$ cat src/rtl/sar_emu_pkg.sv
package sar_emu_pkg;

  typedef enum logic [2:0] {
    PH_PDOWN  = 3'd0,
    PH_SAMPLE = 3'd1,
    PH_NULL   = 3'd2,
    PH_MSB    = 3'd3,
    PH_REPLAY = 3'd4,
    PH_ZERO   = 3'd5
  } phase_t;

  function automatic logic phase_drives(input phase_t p);
    return (p == PH_NULL) || (p == PH_MSB) || (p == PH_REPLAY) || (p == PH_ZERO);
  endfunction

  function automatic logic phase_carries_data(input phase_t p);
    return (p == PH_MSB) || (p == PH_REPLAY);
  endfunction

endpackage

$ cat src/rtl/sar_emu_sync.sv
module sar_emu_sync #(
  parameter int STAGES = 2
) (
  input  logic clk,
  input  logic rst,
  input  logic cs_n_in,
  input  logic sclk_in,
  output logic cs_fall,
  output logic cs_rise,
  output logic sclk_fall
);

  logic cs_s, sclk_s;
  logic cs_prev, sclk_prev;

  generate
    if (STAGES <= 1) begin : g_single
      logic cs_r, sclk_r;
      always_ff @(posedge clk) begin
        if (rst) begin
          cs_r   <= 1'b1;
          sclk_r <= 1'b0;
        end else begin
          cs_r   <= cs_n_in;
          sclk_r <= sclk_in;
        end
      end
      assign cs_s   = cs_r;
      assign sclk_s = sclk_r;
    end else begin : g_chain
      logic [STAGES-1:0] cs_chain, sclk_chain;
      always_ff @(posedge clk) begin
        if (rst) begin
          cs_chain   <= '1;
          sclk_chain <= '0;
        end else begin
          cs_chain   <= {cs_chain[STAGES-2:0], cs_n_in};
          sclk_chain <= {sclk_chain[STAGES-2:0], sclk_in};
        end
      end
      assign cs_s   = cs_chain[STAGES-1];
      assign sclk_s = sclk_chain[STAGES-1];
    end
  endgenerate

  always_ff @(posedge clk) begin
    if (rst) begin
      cs_prev   <= 1'b1;
      sclk_prev <= 1'b0;
    end else begin
      cs_prev   <= cs_s;
      sclk_prev <= sclk_s;
    end
  end

  assign cs_fall   = cs_prev & ~cs_s;
  assign cs_rise   = ~cs_prev & cs_s;
  assign sclk_fall = sclk_prev & ~sclk_s;

  AST_SELECT_EDGES_EXCLUSIVE: assert property (@(posedge clk) disable iff (rst)
    $onehot0({cs_fall, cs_rise}));

  AST_FALL_NEEDS_HIGH: assert property (@(posedge clk) disable iff (rst)
    cs_fall |=> !cs_fall);

endmodule

$ cat src/rtl/sar_emu_frame.sv
module sar_emu_frame
  import sar_emu_pkg::*;
#(
  parameter int RES_BITS = 12,
  localparam int IDX_W = (RES_BITS > 1) ? $clog2(RES_BITS) : 1
) (
  input  logic             clk,
  input  logic             rst,
  input  logic             cs_fall,
  input  logic             cs_rise,
  input  logic             sclk_fall,
  output phase_t           phase_q,
  output phase_t           phase_d,
  output logic [IDX_W-1:0] idx_d
);

  localparam logic [IDX_W-1:0] TOP_IDX = IDX_W'(RES_BITS - 1);
  localparam logic [IDX_W-1:0] ONE_IDX = IDX_W'(1);

  logic [IDX_W-1:0] idx_q;
  logic             smp_seen_q, smp_seen_d;

  always_comb begin
    phase_d    = phase_q;
    idx_d      = idx_q;
    smp_seen_d = smp_seen_q;
    if (cs_rise) begin
      phase_d    = PH_PDOWN;
      idx_d      = '0;
      smp_seen_d = 1'b0;
    end else if (cs_fall) begin
      phase_d    = PH_SAMPLE;
      idx_d      = '0;
      smp_seen_d = 1'b0;
    end else if (sclk_fall) begin
      unique case (phase_q)
        PH_SAMPLE: begin
          if (smp_seen_q) phase_d = PH_NULL;
          else            smp_seen_d = 1'b1;
        end
        PH_NULL: begin
          phase_d = PH_MSB;
          idx_d   = TOP_IDX;
        end
        PH_MSB: begin
          if (idx_q == '0) begin
            phase_d = PH_REPLAY;
            idx_d   = ONE_IDX;
          end else begin
            idx_d = idx_q - 1'b1;
          end
        end
        PH_REPLAY: begin
          if (idx_q == TOP_IDX) begin
            phase_d = PH_ZERO;
            idx_d   = '0;
          end else begin
            idx_d = idx_q + 1'b1;
          end
        end
        default: ;
      endcase
    end
  end

  always_ff @(posedge clk) begin
    if (rst) begin
      phase_q    <= PH_PDOWN;
      idx_q      <= '0;
      smp_seen_q <= 1'b0;
    end else begin
      phase_q    <= phase_d;
      idx_q      <= idx_d;
      smp_seen_q <= smp_seen_d;
    end
  end

  AST_INDEX_IN_WORD: assert property (@(posedge clk) disable iff (rst)
    idx_q <= TOP_IDX);

  AST_RISE_TO_PDOWN: assert property (@(posedge clk) disable iff (rst)
    cs_rise |=> (phase_q == PH_PDOWN));

  AST_PDOWN_HOLDS: assert property (@(posedge clk) disable iff (rst)
    (phase_q == PH_PDOWN && !cs_fall) |=> (phase_q == PH_PDOWN));

  AST_NULL_THEN_MSB: assert property (@(posedge clk) disable iff (rst)
    (phase_q == PH_NULL && sclk_fall && !cs_rise && !cs_fall)
      |=> (phase_q == PH_MSB && idx_q == TOP_IDX));

  AST_REPLAY_SKIPS_LSB: assert property (@(posedge clk) disable iff (rst)
    $rose(phase_q == PH_REPLAY) |-> (idx_q == ONE_IDX));

  AST_ZERO_STICKS: assert property (@(posedge clk) disable iff (rst)
    (phase_q == PH_ZERO && !cs_rise) |=> (phase_q == PH_ZERO));

endmodule

$ cat src/rtl/sar_emu_shift.sv
module sar_emu_shift
  import sar_emu_pkg::*;
#(
  parameter int RES_BITS = 12,
  localparam int IDX_W = (RES_BITS > 1) ? $clog2(RES_BITS) : 1
) (
  input  logic                clk,
  input  logic                rst,
  input  logic                cs_fall,
  input  logic [RES_BITS-1:0] sample_word,
  input  phase_t              phase_d,
  input  logic [IDX_W-1:0]    idx_d,
  output logic                sdo,
  output logic                sdo_oe
);

  logic [RES_BITS-1:0] word_q;
  logic                sdo_d, oe_d;

  always_ff @(posedge clk) begin
    if (rst)          word_q <= '0;
    else if (cs_fall) word_q <= sample_word;
  end

  always_comb begin
    oe_d  = phase_drives(phase_d);
    sdo_d = 1'b0;
    if (phase_carries_data(phase_d)) sdo_d = word_q[idx_d];
  end

  always_ff @(posedge clk) begin
    if (rst) begin
      sdo    <= 1'b0;
      sdo_oe <= 1'b0;
    end else begin
      sdo    <= sdo_d;
      sdo_oe <= oe_d;
    end
  end

  AST_WORD_FROZEN: assert property (@(posedge clk) disable iff (rst)
    !cs_fall |=> $stable(word_q));

  AST_LINE_LOW_WHEN_OFF: assert property (@(posedge clk) disable iff (rst)
    !sdo_oe |-> !sdo);

endmodule

$ cat src/rtl/sar_serial_emu.sv
module sar_serial_emu
  import sar_emu_pkg::*;
#(
  parameter int RES_BITS    = 12,
  parameter int SYNC_STAGES = 2,
  localparam int IDX_W = (RES_BITS > 1) ? $clog2(RES_BITS) : 1
) (
  input  logic                clk,
  input  logic                rst,
  input  logic                cs_n,
  input  logic                sclk,
  input  logic [RES_BITS-1:0] sample_word,
  output logic                sdo,
  output logic                sdo_oe,
  output logic [2:0]          phase
);

  logic             cs_fall, cs_rise, sclk_fall;
  phase_t           phase_q, phase_d;
  logic [IDX_W-1:0] idx_d;

  sar_emu_sync #(.STAGES(SYNC_STAGES)) u_sync (
    .clk       (clk),
    .rst       (rst),
    .cs_n_in   (cs_n),
    .sclk_in   (sclk),
    .cs_fall   (cs_fall),
    .cs_rise   (cs_rise),
    .sclk_fall (sclk_fall)
  );

  sar_emu_frame #(.RES_BITS(RES_BITS)) u_frame (
    .clk       (clk),
    .rst       (rst),
    .cs_fall   (cs_fall),
    .cs_rise   (cs_rise),
    .sclk_fall (sclk_fall),
    .phase_q   (phase_q),
    .phase_d   (phase_d),
    .idx_d     (idx_d)
  );

  sar_emu_shift #(.RES_BITS(RES_BITS)) u_shift (
    .clk         (clk),
    .rst         (rst),
    .cs_fall     (cs_fall),
    .sample_word (sample_word),
    .phase_d     (phase_d),
    .idx_d       (idx_d),
    .sdo         (sdo),
    .sdo_oe      (sdo_oe)
  );

  assign phase = phase_q;

  AST_QUIET_OUTSIDE_DATA: assert property (@(posedge clk) disable iff (rst)
    (phase_q == PH_PDOWN || phase_q == PH_SAMPLE) |-> !sdo_oe);

  AST_DRIVEN_IN_FRAME: assert property (@(posedge clk) disable iff (rst)
    (phase_q == PH_NULL || phase_q == PH_ZERO) |-> (sdo_oe && !sdo));

endmodule

$ cat config.mk
export PLATFORM = sky130hd
export DESIGN_NAME = sar_serial_emu
export DESIGN_NICKNAME = d
export VERILOG_FILES = /design/src/rtl/sar_emu_pkg.sv /design/src/rtl/sar_emu_sync.sv /design/src/rtl/sar_emu_frame.sv /design/src/rtl/sar_emu_shift.sv /design/src/rtl/sar_serial_emu.sv
export SDC_FILE = /design/constraint.sdc
export NUM_CORES = 1
export LEC_CHECK = 0
export BUFFER_PORTS_ARGS = -buffer_cell sky130_fd_sc_hd__buf_2
export CAP_MARGIN = 0
export CORE_MARGIN = 3
export CORE_UTILIZATION = 60
export DETAILED_ROUTE_END_ITERATION = 12
export GPL_TIMING_DRIVEN = 0
export HOLD_SLACK_MARGIN = 0.06
export PLACE_DENSITY_LB_ADDON = 0.15
export SYNTH_ARGS = -nofsm -noshare
export SYNTH_HDL_FRONTEND = slang
export SYNTH_SLANG_ARGS = --single-unit
$ cat constraint.sdc
create_clock -name clk -period 7.3 [get_ports clk]
set_clock_uncertainty 0.15 [all_clocks]
set_input_delay 1.46 -clock clk [delete_from_list [all_inputs] [get_ports clk]]
set_output_delay 1.46 -clock clk [all_outputs]
set_load 0.01 [all_outputs]
=== Yosys cells after proc, flatten, opt, wreduce, memory -nomap -nowiden ===
Cells that the tools add are included.

* Bits in registers: 28
* Latch bits: 0
* Bits in writable memories: 0
* ROM bits: 0
* Input port bits: 16
* Output and inout bits: 5
* Logic and storage cells: 52
* Memories: 0

* Add/sub/neg operators: 2
* Multipliers: 0
* Divide/modulo/power cells: 0
* $lt $le $gt $ge: 1
* Equality and inequality tests: 9
* Shift operators: 0
* Mux-type cells: 15
* Bitwise gates (word level): 7
* Reduce and logical (&&, ||, !) cells: 8

{| class="wikitable"
|+ Operator list
! kind !! number
|-
| 4-bit two-way mux || 5
|-
| 3-bit two-way mux || 6
|-
| 3-bit by 2-bit equality test with 1-bit output, second input constant || 4
|-
| 3-bit one-hot mux with 4 select lines || 1
|-
| 4-bit one-hot mux with 3 select lines || 1
|-
| 3-bit equality test, second input constant || 3
|-
| 4-bit by 5-bit < comparator with 1-bit output, second input constant || 1
|-
| 4-bit by 1-bit adder with 4-bit output, second input constant || 1
|-
| 1-bit binary-select mux with 4-bit select || 1
|-
| 4-bit equality test, second input constant || 1
|-
| 4-bit zero test || 1
|-
| 1-bit logical OR || 4
|-
| 1-bit inverter || 4
|-
| 4-bit by 1-bit subtractor with 4-bit output, second input constant || 1
|-
| 1-bit bitwise AND || 3
|-
| 3-bit by 1-bit equality test with 1-bit output, second input constant || 1
|-
| 3-bit OR reduction || 1
|-
| 2-bit AND reduction || 1
|-
| 2-bit OR reduction || 1
|-
| 1-bit two-way mux || 1
|}

=== Longest topological paths before layout ===
* Depth in word-level cells: 10
* Depth in mapped cells: 11
* Depth with buffers taken out: 9

=== Modules after synthesis ===
Synthesis repeated with hierarchy kept, for this count alone.

* Cells, all modules: 161
* Area, all modules: 1,488.9 um^2

{| class="wikitable"
|+ Modules (own cells, without submodules)
! module !! times used !! cells an instance !! area each (um^2) !! seq. area each (um^2)
|-
| sar_emu_frame || 1 || 85 || 689.4 || 160.2
|-
| sar_emu_shift || 1 || 61 || 623.1 || 280.3
|-
| sar_emu_sync || 1 || 15 || 176.4 || 120.1
|}

=== Worst setup path before layout ===
OpenSTA, ideal clock, no wires.

* Kind: register -> register
* Start point: register u_frame.idx_q[0]
* End point: register u_shift.sdo
* Library setup time: 0.074 ns
* Arrival: 2.373 ns
* Data required time: 7.076 ns
* Path slack: 4.703 ns
* Cell stages (with the launch flop): 12
* Buffers on the path: 2
* Period minus slack after synthesis: 2.597 ns
* Cells stage by stage: dfxtp_1 clkbuf_1 inv_1 ha_1 nor3b_2 o21ai_1 a211oi_2 or3_1 buf_2 and3_1 a2111o_1 a31oi_1

* Word-level cells in the longest chain between the ends: 10
* Elaborated cells between the ends (all ways): 23
* Classes of those cells: add/sub: 2; eq/ne: 3; mux: 14; bitwise: 1; reduce/logical: 3

{| class="wikitable"
|+ Ends and longest elaborated chain
! what !! line !! text
|-
| start, declared || sar_emu_frame.sv:20 || <nowiki>logic [IDX_W-1:0] idx_q;</nowiki>
|-
| start signal, assigned || sar_emu_frame.sv:73 || <nowiki>idx_q <= idx_d;</nowiki>
|-
| branches (longest 10 deep; another with 4-bit by 1-bit adder with 4-bit output) || n/a ||
|-
| end signal, assigned || sar_emu_shift.sv:36 || <nowiki>sdo <= sdo_d;</nowiki>
|-
| end, declared || sar_emu_shift.sv:13 || <nowiki>output logic sdo,</nowiki>
|}

Parallel ways; which one is timed is not known. The select of a mux whose other input is x is not followed.
A chain may end at the register's enable or synchronous reset.

=== Final worst setup path ===
Same ends and word-level chain as after synthesis.

==> qor.csv <==
stage;metric;value;unit
routing;ant_nets;0;
yosys;netlist.area_leader.share;37.7;%
worst_setup_path;ff2ff_setup_slack;4.36;ns
yosys;syn-mean-instance-area;7.82;um^2
routing;firstDrtPassIters;5;
worst_setup_path;slowest_stage;a2111o_1;
yosys;synth_compound_area_share;18.7;%
min_path;hold_path_startpoint;u_sync.g_chain.cs_chain[0]$_SDFF_PP1_;
yosys;synth_simple_gate_area_share;32.1;%
pwr;power.switching;57.7;uW
timing;fin_tns_setup;0;ns
finish;fillerInstances;177;
cts;root_buffer;clkbuf_4;
worst_setup_path;crit_arrival;3.06;ns
routing;drc;0;
run_status;status;finished, final reports clean;
routing;num_vias;1377;
placed_design;portBuffers;19;
yosys;synth_edf_count;0;
global_routing;grt_pass1_wl;5600;um
cts;worstSkewPairLatency;0.33;ns
timing;maxSlewHeadroom;66.2;%
finish;drive_gt1_share;17.8;%
min_path;worstHoldPathCells;1;
cts;cts_tree;yes;
cts;cts-resized-gates;0;
floorplan;die_h;55.8;um
routing;wl_per_cell;13.7;um
finish;final_cell_mix;30 x nand2_1, 28 x dfxtp_1, 23 x buf_2, 20 x a21oi_1, 19 x nor2_1;
pwr;swShare;22.8;%
cts;clock_path_buffers;2;
worst_setup_path;worst-r2r-cell-count;11;
worst_setup_path;worst_path_dominant_cell_family;compound AO/OA/AOI/OAI gates;
yosys;synth_top_family_by_area;simple AND/OR/NAND/NOR gates;
floorplan;core_area;2280;um^2
yosys;synth_fa_ha_area_share;3.20;%
pwr;fin_total_pwr;253;uW
cts;cts-hold-fix-buffers;0;
cts;cts_buffers;3;
yosys;synth.distinct_cells;47;
worst_setup_path;crit_buf_inv;3;
timing;rsz0062_at_grt;false;
routing;via_per_inst;5.71;
finish;diodes;0;
worst_setup_path;critPathCaptureType;register;
floorplan;die_area;3110;um^2
timing;fin_crit_sh;40.3;%
yosys;ys.flop_type;dfxtp_1;
global_routing;grt_pass1_vias;1308;
cts;clock-sinks;28;
worst_setup_path;slowest_delay;0.37;ns
yosys;synth_area_leaders;dfxtp_1 38%, nand2_1 7.6%, a21oi_1 6.7%, nor2_1 4.8%, nand3_1 2.7%;
pwr;peakVddDrop;0.000133;V
yosys;syn-num-nets;209;
timing;hold_viol;0;
placed_design;place_hpwl;2450;um
global_routing;grt_antenna_before_repair;0;
worst_setup_path;cp-start-kind;register;
timing;drv_slew;0;
pwr;p_int;196;uW
placed_design;gp_congestion;0.811;
finish;nNetsFinal;233;
worst_setup_path;critPathMaxFanout;8;
worst_setup_path;r2r-end;u_shift.sdo$_SDFF_PP0_;
timing;max_freq;0.340;GHz
yosys;synthXorXnorAreaFrac;1.18;%
yosys;synthMuxAreaShare;1.43;%
global_routing;grt_max_degree;16;
pwr;clkPwrFrac;29.5;%
worst_setup_path;critPathKind;register to register;
yosys;synthesis.area;1490;um^2
pwr;pwr-share-seq;62.8;%
routing;drt_first_iter_violations;58;
floorplan;start_util;65.3;%
yosys;ys_ff_latch;28;
worst_setup_path;crit_chain;clkbuf_1 -> inv_1 -> ha_1 -> nor3b_2 -> o21ai_1 -> a211oi_2 -> or3_1 -> buf_2 -> and3_1 -> a2111o_1 -> a31oi_1;
worst_setup_path;r2r-start;u_frame.idx_q[0]$_SDFF_PP0_;
min_path;hold_end;u_sync.g_chain.cs_chain[1]$_SDFF_PP1_;
yosys;ys_seq_area_share;37.7;%
timing;worst_pin_slew;0.505;ns
timing;layout_min_cycle_time;2.94;ns
floorplan;num_io_pins;21;
min_path;hold_path.class;register to register;
finish;area_growth_syn_to_layout;11.2;%
timing;setup_violations;0;
yosys;async_reset_ff_share;0;%
global_routing;overflow;0;
pwr;powerDensity;153;nW/um^2
pwr;combPwrFrac;7.7;%
yosys;synthCells;190;
floorplan;fp.dieW;55.8;um
cts;path_clk_slew;0.14;ns
routing;wirelength;3300;um
global_routing;grt.total_usage;22.0;%
cts;cts-htree-levels;1;
yosys;yosys.area.top_type;dfxtp_1;
floorplan;row_count;17;
finish;mostFrequentLayoutCell;nand2_1;
cts;postCtsSetupBuffers;0;
pwr;p_leak;0.621;nW
yosys;ys_warn_count;0;
job;cap_viol_max_count;0;
worst_setup_path;worst_ep_required_time;7.42;ns
[cells in the mapped netlist (4+ instances only)]
cell,instances
a21oi_1,20
and2_1,4
buf_2,4
clkbuf_1,6
dfxtp_1,28
inv_1,6
nand2_1,30
nand2b_1,4
nand3_1,8
nor2_1,19
nor2b_1,5
nor3_1,6
o21ai_0,6
[routing by layer]
metal | vias up | GRT usage [%] | part of all wire [%]
met5 | - | 0 | 0
met4 | 0 | 7.64 | 2.2
met3 | 11 | 2.32 | 5.8
met2 | 50 | 39.5 | 48
met1 | 614 | 26.9 | 44
li1 | 702 | - | -
[worst register-to-register path, stage by stage (launching register included)]
cell and delay [ns]:
dfxtp_1 0.36, clkbuf_1 0.30, inv_1 0.13, ha_1 0.23
nor3b_2 0.21, o21ai_1 0.18, a211oi_2 0.12, or3_1 0.34
buf_2 0.16, and3_1 0.15, a2111o_1 0.37, a31oi_1 0.16
[stage by stage]
stage	utilization, %	setup slack [ns]	instance area, um^2	hold slack, ns	instances
detailed placement	71.0	4.42	1620	0.250	237
floorplan	-	4.70	1490	0.239	190
finish	72.6	4.36	1650	0.283	241
CTS	72.6	4.39	1650	0.288	241
global placement	71.0	4.49	1620	0.246	237
global route	72.6	4.21	1650	0.305	241
[worst max path at each step]
stage          slack (ns)                      to                        start  depth (start not counted)
6_report             4.36  u_shift.sdo$_SDFF_PP0_  u_frame.idx_q[0]$_SDFF_PP0_                         11
4_1_cts              4.39  u_shift.sdo$_SDFF_PP0_  u_frame.idx_q[0]$_SDFF_PP0_                         11
5_1_grt              4.21  u_shift.sdo$_SDFF_PP0_  u_frame.idx_q[0]$_SDFF_PP0_                         11
3_3_place_gp         4.49  u_shift.sdo$_SDFF_PP0_  u_frame.idx_q[0]$_SDFF_PP0_                         11
3_5_place_dp         4.42  u_shift.sdo$_SDFF_PP0_  u_frame.idx_q[0]$_SDFF_PP0_                         11
2_1_floorplan        4.70  u_shift.sdo$_SDFF_PP0_  u_frame.idx_q[0]$_SDFF_PP0_                         11
[logic make-up (layout without fill, tap and decap cells)]
family	after synthesis	after routing
and+or+nand+nor	93	93
AOI/OAI and AO/OA	43	43
DFF	28	28
buffers and inverters	18	41
adders and majority gates	4	4
xor gates and xnor gates	2	2
muxes	2	2
[area by class of cell]
| cell class | count | area [um^2] | area share (%) |
|---|---|---|---|
| Multi-Input combinational cell | 144 | 841 | 50.9 |
| Sequential cell | 28 | 561 | 33.9 |
| Timing Repair Buffer | 19 | 95.1 | 5.76 |
| Buffer | 12 | 61.3 | 3.71 |
| Clock buffer | 4 | 36.3 | 2.20 |
| Tap cell | 28 | 35.0 | 2.12 |
| Inverter | 6 | 22.5 | 1.36 |
[power groups by stage]
stage | Sequential, mW | Clock (mW) | Combinational, mW
2_1_floorplan | 0.162 | 0 | 0.0122
3_3_place_gp | 0.162 | 0 | 0.0185
3_5_place_dp | 0.162 | 0 | 0.0192
4_1_cts | 0.159 | 0.0763 | 0.0193
5_1_grt | 0.160 | 0.0826 | 0.0220
6_report | 0.159 | 0.0749 | 0.0194
[state kept, by name (all words and copies together), names as in the netlist, 2 cells and up]
| signal | flops |
|---|---|
| u_shift.word_q | 12 |
| u_frame.idx_q | 4 |
| u_frame.phase_q | 3 |
| u_sync.g_chain.cs_chain | 2 |
| u_sync.g_chain.sclk_chain | 2 |
(Power assumes the default switching activity.)
